===== src/rtl/tdma_arb_pkg.sv =====
package tdma_arb_pkg;
   typedef enum logic [1:0] {
      SRC_NONE = 2'd0,
      SRC_SLOT = 2'd1,
      SRC_RR   = 2'd2
   } grant_src_e;
endpackage


===== src/rtl/arb_slot_table.sv =====
module arb_slot_table #(
   parameter int DEPTH    = 8,
   parameter int NUM_INIT = 4,
   localparam int SW = (DEPTH > 1) ? $clog2(DEPTH) : 1,
   localparam int IW = (NUM_INIT > 1) ? $clog2(NUM_INIT) : 1
) (
   input  logic          clk,
   input  logic          rst_n,
   input  logic          wr_en,
   input  logic [SW-1:0] wr_addr,
   input  logic [IW-1:0] wr_owner,
   input  logic          wr_valid,
   output logic [SW-1:0] slot_q,
   output logic [IW-1:0] cur_owner,
   output logic          cur_valid
);
   localparam logic [SW-1:0] LAST = SW'(DEPTH - 1);

   logic [IW-1:0] own_q [DEPTH];
   logic          val_q [DEPTH];

   generate
      for (genvar e = 0; e < DEPTH; e++) begin : g_entry
         always_ff @(posedge clk) begin
            if (!rst_n) begin
               own_q[e] <= '0;
               val_q[e] <= 1'b0;
            end else if (wr_en && wr_addr == SW'(e)) begin
               own_q[e] <= wr_owner;
               val_q[e] <= wr_valid;
            end
         end
      end
   endgenerate

   always_ff @(posedge clk) begin
      if (!rst_n)              slot_q <= '0;
      else if (slot_q == LAST) slot_q <= '0;
      else                     slot_q <= slot_q + SW'(1);
   end

   assign cur_owner = own_q[slot_q];
   assign cur_valid = val_q[slot_q];

   assert_slot_step_R2 : assert property (@(posedge clk) disable iff (!rst_n)
      (slot_q != LAST) |=> (slot_q == $past(slot_q) + SW'(1)));
   assert_slot_wrap_R2 : assert property (@(posedge clk) disable iff (!rst_n)
      (slot_q == LAST) |=> (slot_q == '0));
endmodule


===== src/rtl/arb_rr_picker.sv =====
module arb_rr_picker #(
   parameter int NUM_INIT = 4,
   localparam int IW = (NUM_INIT > 1) ? $clog2(NUM_INIT) : 1
) (
   input  logic [NUM_INIT-1:0] req,
   input  logic [IW-1:0]       last_win,
   output logic                found,
   output logic [IW-1:0]       winner
);
   always_comb begin
      found  = 1'b0;
      winner = last_win;
      for (int k = 1; k <= NUM_INIT; k++) begin
         int idx;
         idx = int'(last_win) + k;
         if (idx >= NUM_INIT) idx = idx - NUM_INIT;
         if (!found && req[idx]) begin
            found  = 1'b1;
            winner = IW'(idx);
         end
      end
   end
endmodule


===== src/rtl/tdma_rr_arbiter.sv =====
module tdma_rr_arbiter
   import tdma_arb_pkg::*;
#(
   parameter int NUM_INIT = 4,
   parameter int DEPTH    = 8,
   localparam int SW = (DEPTH > 1) ? $clog2(DEPTH) : 1,
   localparam int IW = (NUM_INIT > 1) ? $clog2(NUM_INIT) : 1
) (
   input  logic                clk,
   input  logic                rst_n,
   input  logic [NUM_INIT-1:0] req,
   output logic [NUM_INIT-1:0] gnt,
   output logic [SW-1:0]       slot_idx,
   input  logic                cfg_we,
   input  logic [SW-1:0]       cfg_addr,
   input  logic [IW-1:0]       cfg_owner,
   input  logic                cfg_valid
);
   generate
      if (NUM_INIT < 2) begin : g_bad_init
         $error("NUM_INIT must be at least 2");
      end
      if (DEPTH < 2) begin : g_bad_depth
         $error("DEPTH must be at least 2");
      end
   endgenerate

   logic [IW-1:0] cur_owner;
   logic          cur_valid;
   logic          idle;
   logic          owner_hit;
   logic          rr_found;
   logic [IW-1:0] rr_winner;
   logic [IW-1:0] rr_ptr_q;
   grant_src_e    src;
   logic [NUM_INIT-1:0] gnt_d;
   logic [NUM_INIT-1:0] gnt_q;

   assign idle = (req == '0);

   arb_slot_table #(.DEPTH(DEPTH), .NUM_INIT(NUM_INIT)) u_table (
      .clk      (clk),
      .rst_n    (rst_n),
      .wr_en    (cfg_we && idle),
      .wr_addr  (cfg_addr),
      .wr_owner (cfg_owner),
      .wr_valid (cfg_valid),
      .slot_q   (slot_idx),
      .cur_owner(cur_owner),
      .cur_valid(cur_valid)
   );

   arb_rr_picker #(.NUM_INIT(NUM_INIT)) u_rr (
      .req     (req),
      .last_win(rr_ptr_q),
      .found   (rr_found),
      .winner  (rr_winner)
   );

   assign owner_hit = cur_valid && (int'(cur_owner) < NUM_INIT) && req[cur_owner];

   always_comb begin
      gnt_d = '0;
      src   = SRC_NONE;
      if (owner_hit) begin
         src              = SRC_SLOT;
         gnt_d[cur_owner] = 1'b1;
      end else if (rr_found) begin
         src              = SRC_RR;
         gnt_d[rr_winner] = 1'b1;
      end
   end

   always_ff @(posedge clk) begin
      if (!rst_n) begin
         gnt_q    <= '0;
         rr_ptr_q <= IW'(NUM_INIT - 1);
      end else begin
         gnt_q <= gnt_d;
         if (src == SRC_RR) rr_ptr_q <= rr_winner;
      end
   end

   assign gnt = gnt_q;

   assert_onehot_grant_R3 : assert property (@(posedge clk) disable iff (!rst_n)
      $onehot0(gnt));
   assert_idle_no_grant_R4 : assert property (@(posedge clk) disable iff (!rst_n)
      idle |=> (gnt == '0));
   assert_owner_wins_R5 : assert property (@(posedge clk) disable iff (!rst_n)
      owner_hit |=> (gnt[$past(cur_owner)] && $onehot(gnt)));
   assert_ptr_hold_R7 : assert property (@(posedge clk) disable iff (!rst_n)
      (src != SRC_RR) |=> $stable(rr_ptr_q));

   generate
      for (genvar i = 0; i < NUM_INIT; i++) begin : g_chk
         assert_grant_needs_req_R9 : assert property (@(posedge clk) disable iff (!rst_n)
            gnt[i] |-> $past(req[i]));
      end
   endgenerate
endmodule


===== config.mk =====
export PLATFORM = sky130hd
export DESIGN_NAME = tdma_rr_arbiter
export DESIGN_NICKNAME = d
export VERILOG_FILES = /design/src/rtl/tdma_arb_pkg.sv /design/src/rtl/arb_slot_table.sv /design/src/rtl/arb_rr_picker.sv /design/src/rtl/tdma_rr_arbiter.sv
export SDC_FILE = /design/constraint.sdc
export NUM_CORES = 1
export LEC_CHECK = 0
export BUFFER_PORTS_ARGS = -buffer_cell sky130_fd_sc_hd__buf_2
export CAP_MARGIN = 20
export CORE_ASPECT_RATIO = 1.75
export CORE_UTILIZATION = 38
export DETAILED_ROUTE_END_ITERATION = 8
export MAX_ROUTING_LAYER = met4
export PLACE_DENSITY = 0.7
export SLEW_MARGIN = 20
export SYNTH_ARGS = -nofsm -noshare
export SYNTH_HDL_FRONTEND = slang
export SYNTH_SLANG_ARGS = --single-unit

===== constraint.sdc =====
create_clock -name clk -period 2.5 [get_ports clk]
set_input_delay 0.25 -clock clk [delete_from_list [all_inputs] [get_ports clk]]
set_output_delay 0.25 -clock clk [all_outputs]
set_load 0.005 [all_outputs]

==> results of run 1 <==
-- cells by family (layout without fill, tap and decap cells) --
| kind of cell | after synthesis | count (layout) |
|---|---|---|
| buf+inv | 5 | 32 |
| fa+ha+maj | 2 | 2 |
| simple gates | 58 | 58 |
| flops | 33 | 33 |
| mux | 14 | 14 |
| compound gates | 27 | 27 |
-- registers in the layout, indices dropped and copies added (netlist names) --
register        count
u_table.own_q      16
u_table.val_q       8
gnt                 4
u_table.slot_q      3
rr_ptr_q            2
-- final cells by class --
type / instances / area [µm²] / share of cell area
Clock buffer: 6 / 82.58 / 0.04138
Timing Repair Buffer: 22 / 117.6 / 0.05893
Multi-Input combinational cell: 101 / 794.5 / 0.3981
Inverter: 2 / 7.507 / 0.003762
Sequential cell: 33 / 892.1 / 0.4470
Clock inverter: 2 / 37.54 / 0.01881
Tap cell: 51 / 63.81 / 0.03197
-- routing by layer --
layer,routed length [µm],up-vias
met3,144,6
met2,1982,30
li1,-,576
met5,0,-
met1,1233,583
met4,72,0
-- how the worst max path moves through the flow --
stage                     cells past startpoint  slack [ps]          end
after floorplan                               6          50  rr_ptr_q[0]
after global placement                        5         110  rr_ptr_q[1]
after detailed placement                      5          20  rr_ptr_q[1]
after CTS                                     5          10  rr_ptr_q[1]
after global routing                          5           5  rr_ptr_q[1]
final                                         5          90  rr_ptr_q[1]
-- through the flow --
stage / instance area (µm²) / cells / setup slack (ps) / total power, W
2_1_floorplan: 1718 / 139 / 49.53 / 0.0008149
3_5_place_dp: 1874 / 209 / 18.35 / 0.0008897
4_1_cts: 1994 / 217 / 13.58 / 0.001398
3_3_place_gp: 1874 / 209 / 106.0 / 0.0008763
6_report: 1996 / 217 / 86.46 / 0.001398
5_1_grt: 1996 / 217 / 5.255 / 0.001441
-- power groups by stage --
stage,sequential [W],combinational [W],clock [W]
finish,0.000651,0.000227,0.000521
global route,0.000655,0.000246,0.000539
CTS,0.000650,0.000227,0.000520
detailed placement,0.000662,0.000227,0
global placement,0.000660,0.000217,0
floorplan,0.000656,0.000159,0
-- layout by cell type (no fill, tap or decap), types with 5 or more instances in the layout --
cell type,n
dfxtp_1,9
nor2_1,11
edfxtp_1,23
buf_2,19
clkbuf_8,6
nand2_1,5
o21ai_0,11
nand2b_1,5
and2_1,23
-- timing repair --
item                       CTS  global route
resized for setup            0             1
hold buffers                 0             0
setup endpoints to repair    0             2
setup buffers                0             0
-- critical path: cells and delay by family, from the launching register on --
kind,cells,cell delay (ps)
compound gates,1,220
flops,1,380
mux,4,1690
==> run_results.csv, run 1 <==
group,metric,value,unit
sta,slew_violations,0,
pwr,p_int,0.001061,W
worst_setup_path,timing.critical_path.cells,"mux4_2 -> mux2_4 -> mux4_2 -> a21oi_2 -> mux2_1",
yosys,ys_warn_count,0,
hold_path,hp-class,"in2reg",
cts,h-tree-depth,2,
pwr,seqPwrFrac,0.465,
pwr,p_leak,0.7499,nW
placement,gp_congestion,0.7789,
worst_setup_path,r2r_slack,90,ps
yosys,synth-edff-count,23,
final_layout,drive_gt1_frac,0.2711,
global_route,gr-total-overflow,0,
sta,fin_crit_sh,0.9654,
routing,drc,0,
pwr,power_density,700.7,nW/µm²
cts,cts_buffers,5,
status,status,"finished, final reports clean",
final_layout,nets,180,
routing,viasPerCell,5.507,
floorplanning,pin_count,20,
cts,clock_sink_count,33,
global_route,antenna_found_initial,0,
yosys,synth_xor_area_frac,0,
routing,routed-via-count,1195,
sta,skew,6.562,ps
floorplanning,rows,32,
sta,rsz0062_at_grt,"false",
routing,antenna_left,0,
yosys,synth_common_cells,"and2_1, edfxtp_1, nor2_1, o21ai_0, dfxtp_1",
worst_setup_path,cp-startpoint,"u_table.slot_q[0]",
routing,drt_iter0_markers,41,
pwr,p_sw,0.0003376,W
yosys,ys_seq_elements,33,
global_route,met3_usage,0.04523,
global_route,grtUsageMet1,0.1380,
floorplanning,fp.dieH,90.95,µm
yosys,synth_top_area_cell,"edfxtp_1",
job,cap_violations,0,
hold_path,holdPathStages,3,
yosys,synth_top_family_by_area,"simple AND/OR/NAND/NOR gates",
final_layout,final_util,0.4573,
cts,clk_pin_slew,70,ps
worst_setup_path,cp.arrival,2580,ps
sta,hold_viol_final,0,
yosys,synthDominantCellAreaShare,0.4020,
worst_setup_path,slowest_stage,"mux4_2",
hold_path,hp-start,"cfg_valid",
global_route,grt_pass1_wl,5.195,mm
worst_setup_path,end_kind,"flip-flop",
yosys,avgSynthCellArea,12.36,µm²
global_route,gr-usage-all-layers,0.1589,
yosys,postSynthCellCount,139,
yosys,ys.flop_type,"edfxtp_1",
cts,cts-root-buf,"clkbuf_8",
sta,setup_tns,0,ps
cts,cts_tree,"built",
hold_path,worstHoldEndpoint,"u_table.val_q[4]",
pwr,peakVddDrop,0.4712,mV
sta,finalSetupViolations,0,
worst_setup_path,r2r_cells,5,
sta,slew_headroom,0.6450,
pwr,pwr-share-comb,0.162,
pwr,swShare,0.2415,
sta,min_period,2414,ps
floorplanning,die_x,52.83,µm
yosys,synth_area_leaders,"edfxtp_1, dfxtp_1, and2_1",
global_route,grt_use_met2,0.2954,
worst_setup_path,cp-start-kind,"flip-flop",
worst_setup_path,cp.required,2670,ps
worst_setup_path,max_stage_delay,540,ps
cts,clock_latency,290,ps
worst_setup_path,worst_path_most_repeated_cell,"mux4_2",
worst_setup_path,worstPathMaxFanout,9,
final_layout,fillers,405,
placement,dp_hpwl,2.731,mm
placement,port-buffer-count,19,
final_layout,area_growth,16.17,%
routing,firstDrtPassIters,4,
yosys,synthAdderAreaFrac,0.01457,
yosys,synth_simple_gate_area_frac,0.1974,
yosys,yosysSeqAreaShare,0.5186,
worst_setup_path,r2r-start,"u_table.slot_q[0]",
yosys,synth_compound_area_frac,0.1158,
floorplanning,start_util,0.3936,
routing,drt-total-wl,3.432,mm
global_route,grt_pass1_vias,1160,
floorplanning,fp.dieArea,4804,µm²
yosys,synth_async_sr_flop_share,0,
final_layout,n_antenna_cell,0,
routing,routedWlPerCell,15.82,µm
worst_setup_path,r2r-end,"rr_ptr_q[1]",
global_route,grt_max_degree,23,
sta,fin_worst_hold_slack,287.1,ps
pwr,clkPwrFrac,0.372,
worst_setup_path,critPathKind,"reg2reg",
sta,fmax,0.4143,GHz
global_route,top_usage_layer,"met2",
yosys,synthMuxAreaShare,0.1347,
yosys,syn-num-nets,154,
cts,cts_buffer_depth,2,
sta,worstMarginPinSlew,526.9,ps
floorplanning,core,4364,µm²
yosys,synth_area,1718,µm²
yosys,synth.distinct_cells,36,
(Power assumes the default switching activity.)
==> run 2, diff against run 1 <==
--- a/config.mk
+++ b/config.mk
@@ -11,7 +11,7 @@
 export CORE_UTILIZATION = 38
 export DETAILED_ROUTE_END_ITERATION = 8
 export MAX_ROUTING_LAYER = met4
-export PLACE_DENSITY = 0.7
+export PLACE_DENSITY_LB_ADDON = 0.3
 export SLEW_MARGIN = 20
 export SYNTH_ARGS = -nofsm -noshare
 export SYNTH_HDL_FRONTEND = slang
==> run 2 against run 1 <==
  * Count of clock-buffer cells in the layout unchanged
  * Die area unchanged
  * Wire length decreased by 1.2%
  * Utilization decreased by 0.66 points
  * Critical path depth unchanged
  * Worst setup slack improved by 33 ps
  * Clock skew increased by 1.0 ps
  * Worst hold slack improved by 2.0 ps
  * Sequential power about the same
  * Sequential share of layout area increased by 0.65 points
  * Via count decreased by 0.67%
  * Power decreased by 9.7%
  * Largest cell class unchanged
==> run_results.csv, run 2 (synthesis results as in run 1) <==
group,metric,value,unit
final_layout,area_growth,14.49,%
final_layout,fillers,415,
global_route,gr-total-overflow,0,
worst_setup_path,r2r-start,"u_table.slot_q[0]",
cts,cts_tree,"built",
final_layout,nets,181,
final_layout,drive_gt1_frac,0.2635,
global_route,grt_pass1_vias,1249,
routing,drt-total-wl,3.390,mm
global_route,grt_max_degree,23,
placement,pre_cts_ws,26.09,ps
placement,port-buffer-count,19,
worst_setup_path,end_kind,"flip-flop",
floorplanning,rows,32,
sta,slew_headroom,0.6170,
worst_setup_path,cp.required,2660,ps
final_layout,largest_reg_flops,16,
sta,fin_crit_sh,0.9522,
job,cap_violations,0,
pwr,peakVddDrop,0.3259,mV
routing,firstDrtPassIters,4,
pwr,p_leak,0.7363,nW
cts,clock_sink_count,33,
worst_setup_path,cp.arrival,2540,ps
floorplanning,fp.dieH,90.95,µm
cts,h-tree-depth,2,
cts,cts_hold_buffers,0,
sta,hold_viol_final,0,
sta,worstMarginPinSlew,569.3,ps
floorplanning,start_util,0.3936,
routing,drc,0,
hold_path,hp-start,"cfg_valid",
pwr,power_density,642.0,nW/µm²
sta,fmax,0.4201,GHz
worst_setup_path,worstPathMaxFanout,9,
sta,fin_worst_hold_slack,289.1,ps
sta,min_period,2380,ps
placement,dp_hpwl,2.692,mm
final_layout,largest-register,"u_table.own_q",
sta,rsz0062_at_grt,"false",
worst_setup_path,r2r_slack,120,ps
global_route,antenna_found_initial,0,
routing,antenna_left,0,
cts,clock_latency,280,ps
sta,finalSetupViolations,0,
cts,cts_buffer_depth,2,
routing,drt_iter0_markers,29,
cts,clk_pin_slew,70,ps
worst_setup_path,slowest_stage,"mux4_2",
cts,ctsResizeCount,0,
worst_setup_path,timing.critical_path.cells,"mux4_2 -> mux2_4 -> mux4_2 -> a21oi_2 -> mux2_1",
worst_setup_path,critPathKind,"reg2reg",
sta,skew,7.576,ps
cts,cts_buffers,5,
sta,setup_tns,0,ps
final_layout,n_antenna_cell,0,
placement,dpl.cell_count,210,
final_layout,final_util,0.4507,
final_layout,seqCellArea,892.1,µm²
global_route,grt_pass1_wl,5.520,mm
floorplanning,pin_count,20,
global_route,gr-usage-all-layers,0.1674,
routing,routed-via-count,1187,
routing,viasPerCell,5.445,
status,status,"finished, final reports clean",
worst_setup_path,max_stage_delay,540,ps
final_layout,multi_input_area,794.5,µm²
final_layout,layout_common_cells,"and2_1, edfxtp_1, buf_2",
sta,slew_violations,0,
worst_setup_path,cp-startpoint,"u_table.slot_q[0]",
placement,gp_congestion,0.7664,
worst_setup_path,worst_path_most_repeated_cell,"mux4_2",
floorplanning,fp.dieArea,4804,µm²
worst_setup_path,crit_family,"multiplexers",
sta,timing.final.ws_setup,119.6,ps
cts,post_cts_buffers,0,
cts,cts-root-buf,"clkbuf_8",
routing,routedWlPerCell,15.55,µm
floorplanning,core,4364,µm²
worst_setup_path,cp.buffers_inverters,0,
worst_setup_path,cp-start-kind,"flip-flop",
floorplanning,die_x,52.83,µm
hold_path,hp-class,"in2reg",
final_layout,instances_no_fill,218,
[run 2: cell count changes in the layout (fill, tap and decap cells not counted)]
| cell | previous run | this run |
|---|---|---|
| buf_4 | 3 | 4 |
| bufinv_16 | 1 | 0 |
| clkbuf_1 | 0 | 1 |
| clkbuf_8 | 6 | 5 |
| clkinv_1 | 0 | 1 |
[run 2: final cells by class]
| cell class | instances | share of cell area |
|---|---|---|
| sequential | 33 | 0.4536 |
| multi-input combinational | 101 | 0.4039 |
| inverter | 2 | 0.003817 |
| clock buffer | 6 | 0.03690 |
| timing repair buffer | 23 | 0.06361 |
| clock inverter | 2 | 0.005725 |
| tap | 51 | 0.03244 |
[run 2: final timing paths]
kind,to,depth (start not counted)
max,rr_ptr_q[1],5
min,u_table.val_q[4],3
max reg2reg,rr_ptr_q[1],5
min reg2reg,u_table.val_q[4],2
[run 2: layer usage]
layer  global-route usage  part of all wire  up-vias
met5                    -                 0        -
met4              0.09430             0.034        0
met3              0.03518             0.033       10
met2               0.3143              0.57       34
met1               0.1380              0.36      566
li1                     -                 -      577
[run 2: power breakdown]
part	leakage, nW	switching [W]	internal, W	total, W
combinational	0.396	0.000114	0.000113	0.000227
clock	0.0388	0.000194	0.000193	0.000386
sequential	0.301	0.0000246	0.000625	0.000649
[run 2: through the flow]
stage	area [µm²]	power, W
6_report	1967	0.001263
5_1_grt	1967	0.001320
4_1_cts	1966	0.001273
3_5_place_dp	1882	0.0008902
3_3_place_gp	1882	0.0008821
2_1_floorplan	1718	0.0008149
[run 2: tightest hold or removal path, stage by stage]
cell and delay, ps:
buf_2 140, nand2_1 60, a21boi_0 70
==> run 3, diff against run 2 <==
--- a/config.mk
+++ b/config.mk
@@ -5,6 +5,7 @@
 export SDC_FILE = /design/constraint.sdc
 export NUM_CORES = 1
 export LEC_CHECK = 0
+export ABC_AREA = 1
 export BUFFER_PORTS_ARGS = -buffer_cell sky130_fd_sc_hd__buf_2
 export CAP_MARGIN = 20
 export CORE_ASPECT_RATIO = 1.75
==> run 3 against run 2 <==
  * Flip-flop and latch count stayed put
  * Wire length is 19% higher
  * Largest cell class unchanged
  * Non-clock buffer count shrank 3
  * Worst setup slack improved by 440 ps
  * Combinational power rose to 3.0 times the previous value
  * Power up 38%
  * Register-to-register slack better by 440 ps
  * Clock skew shrank 3.1 ps
  * Cell count is 51% higher
  * Largest power group unchanged
==> run_results.csv, run 3 <==
group,metric,value,unit
cts,clock_sink_count,33,
global_route,grt_pass1_vias,1630,
final_layout,final_util,0.4384,
sta,timing.final.ws_setup,557.4,ps
sta,setup_tns,0,ps
sta,slew_violations,0,
floorplanning,core,4935,µm²
worst_setup_path,cp-start-kind,"flip-flop",
routing,firstDrtPassIters,4,
worst_setup_path,worstPathMaxFanout,13,
worst_setup_path,cp.required,2680,ps
final_layout,area_growth,10.98,%
status,status,"finished, final reports clean",
yosys,syn-num-nets,267,
sta,skew,4.449,ps
yosys,synth_area_leaders,"edfxtp_1, dfxtp_1, nand2_1",
final_layout,layout_common_cells,"nand2_1, nor2_1, inv_1",
pwr,swShare,0.3869,
worst_setup_path,end_kind,"flip-flop",
pwr,seqPwrFrac,0.394,
floorplanning,fp.dieArea,5432,µm²
sta,fin_worst_hold_slack,347.5,ps
global_route,grt_pass1_wl,6.969,mm
cts,cts_buffer_depth,2,
worst_setup_path,cp.arrival,2130,ps
placement,port-buffer-count,19,
final_layout,nets,289,
pwr,pwr-share-comb,0.392,
cts,ctsResizeCount,0,
sta,worstMarginPinSlew,453.9,ps
job,cap_violations,0,
floorplanning,start_util,0.3950,
yosys,synthDominantCellAreaShare,0.3543,
global_route,grt_max_degree,21,
routing,drt-total-wl,4.043,mm
pwr,clkPwrFrac,0.213,
global_route,gr-total-overflow,0,
yosys,synth_common_cells,"nand2_1, nor2_1, inv_1, nand3_1, edfxtp_1",
final_layout,drive_gt1_frac,0.2109,
sta,min_period,1943,ps
cts,cts_tree,"built",
cts,post_cts_buffers,0,
yosys,synth.distinct_cells,27,
pwr,p_leak,0.9989,nW
sta,hold_viol_final,0,
yosys,synth_async_sr_flop_share,0,
placement,pre_cts_ws,426.7,ps
hold_path,hp-class,"in2reg",
yosys,synth_top_area_cell,"edfxtp_1",
cts,clock_latency,280,ps
yosys,avgSynthCellArea,7.736,µm²
routing,antenna_left,0,
cts,cts_buffers,5,
cts,cts_hold_buffers,0,
pwr,power_density,807.2,nW/µm²
final_layout,n_antenna_cell,0,
global_route,gr-usage-all-layers,0.1696,
pwr,p_sw,0.0006757,W
placement,dp_hpwl,3.255,mm
routing,drt_iter0_markers,120,
routing,drc,0,
cts,h-tree-depth,2,
sta,finalSetupViolations,0,
yosys,ys_seq_elements,33,
floorplanning,fp.dieH,96.75,µm
yosys,synth.most_common_cell,"nand2_1",
routing,routed-via-count,1639,
sta,fmax,0.5148,GHz
pwr,p_int,0.001071,W
final_layout,fillers,509,
sta,slew_headroom,0.6942,
floorplanning,rows,34,
yosys,synth_area,1949,µm²
final_layout,largest-register,"u_table.own_q",
yosys,synth-edff-count,23,
floorplanning,die_x,56.14,µm
yosys,ys.flop_type,"edfxtp_1",
sta,fin_crit_sh,0.7770,
placement,gp_congestion,0.7950,
cts,clk_pin_slew,70,ps
final_layout,mostFrequentLayoutCell,"nand2_1",
sta,rsz0062_at_grt,"false",
worst_setup_path,critPathKind,"reg2reg",
final_layout,largest_reg_flops,16,
routing,routedWlPerCell,12.29,µm
yosys,yosysSeqAreaShare,0.4570,
routing,viasPerCell,4.982,
pwr,peakVddDrop,0.5514,mV
floorplanning,pin_count,20,
global_route,antenna_found_initial,0,
yosys,ys_warn_count,0,
cts,cts-root-buf,"clkbuf_8",
yosys,postSynthCellCount,252,
## run 3: cell count changes in the layout (fill, tap and decap cells not counted), sizes merged, moves of 6 or more
cell   previous run  this run
o21ai            11        18
nand3             1        33
nor2             11        48
and2             23         0
nand2             5        68
mux4              6         0
inv               2        34
## run 3: cells by family after synthesis
group,after synthesis,synth area share
simple gates,152,0.3671
flops,33,0.4570
compound gates,26,0.07702
fa+ha+maj,2,0.01283
buf+inv,39,0.08601
## run 3: power by group through the flow
stage | sequential (W) | combinational [W] | clock (W)
2_1_floorplan | 0.000676 | 0.000579 | 0
3_3_place_gp | 0.000702 | 0.000691 | 0
3_5_place_dp | 0.000701 | 0.000691 | 0
4_1_cts | 0.000689 | 0.000693 | 0.000382
5_1_grt | 0.000699 | 0.000788 | 0.000405
6_report | 0.000688 | 0.000685 | 0.000373
## run 3: through the flow
stage          cells  power [W]  cell area, µm²
6_report         329   0.001746            2163
5_1_grt          329   0.001892            2163
3_3_place_gp     321   0.001393            2082
2_1_floorplan    252   0.001255            1949
4_1_cts          329   0.001764            2163
3_5_place_dp     321   0.001392            2082
## run 3: layer usage
| metal | wire length, µm | part of all wire | GRT usage |
|---|---|---|---|
| met1 | 1410 | 0.35 | 0.1511 |
| met2 | 2468 | 0.61 | 0.3278 |
| met3 | 102 | 0.025 | 0.02406 |
| met4 | 61 | 0.015 | 0.09006 |
| met5 | 0 | 0 | - |
## run 3: layout make-up
| cell class | instances | area, µm² | share of cell area |
|---|---|---|---|
| Sequential cell | 33 | 890.9 | 0.4118 |
| Multi-Input combinational cell | 180 | 890.9 | 0.4118 |
| Inverter | 34 | 130.1 | 0.06015 |
| Timing Repair Buffer | 20 | 102.6 | 0.04743 |
| Clock buffer | 5 | 68.82 | 0.03181 |
| Tap cell | 54 | 67.56 | 0.03123 |
| Clock inverter | 3 | 12.51 | 0.005784 |
## run 3: final timing paths
check	start	endpoint	slack (ps)	cells after the start
setup / recovery	u_table.slot_q[0]	gnt[3]	560	9
hold / removal	rst_n	rr_ptr_q[0]	350	2
setup reg to reg	u_table.slot_q[0]	gnt[3]	560	9
hold reg to reg	u_table.val_q[4]	u_table.val_q[4]	510	2
## run 3: worst max-delay path: stages (launching register included)
cell and delay [ps]:
dfxtp_1 600, buf_4 220, o21ai_0 80, o21ai_0 180
inv_1 90, o21ai_2 180, nand2_2 90, nand2_4 100
nand3_1 70, a21oi_1 230
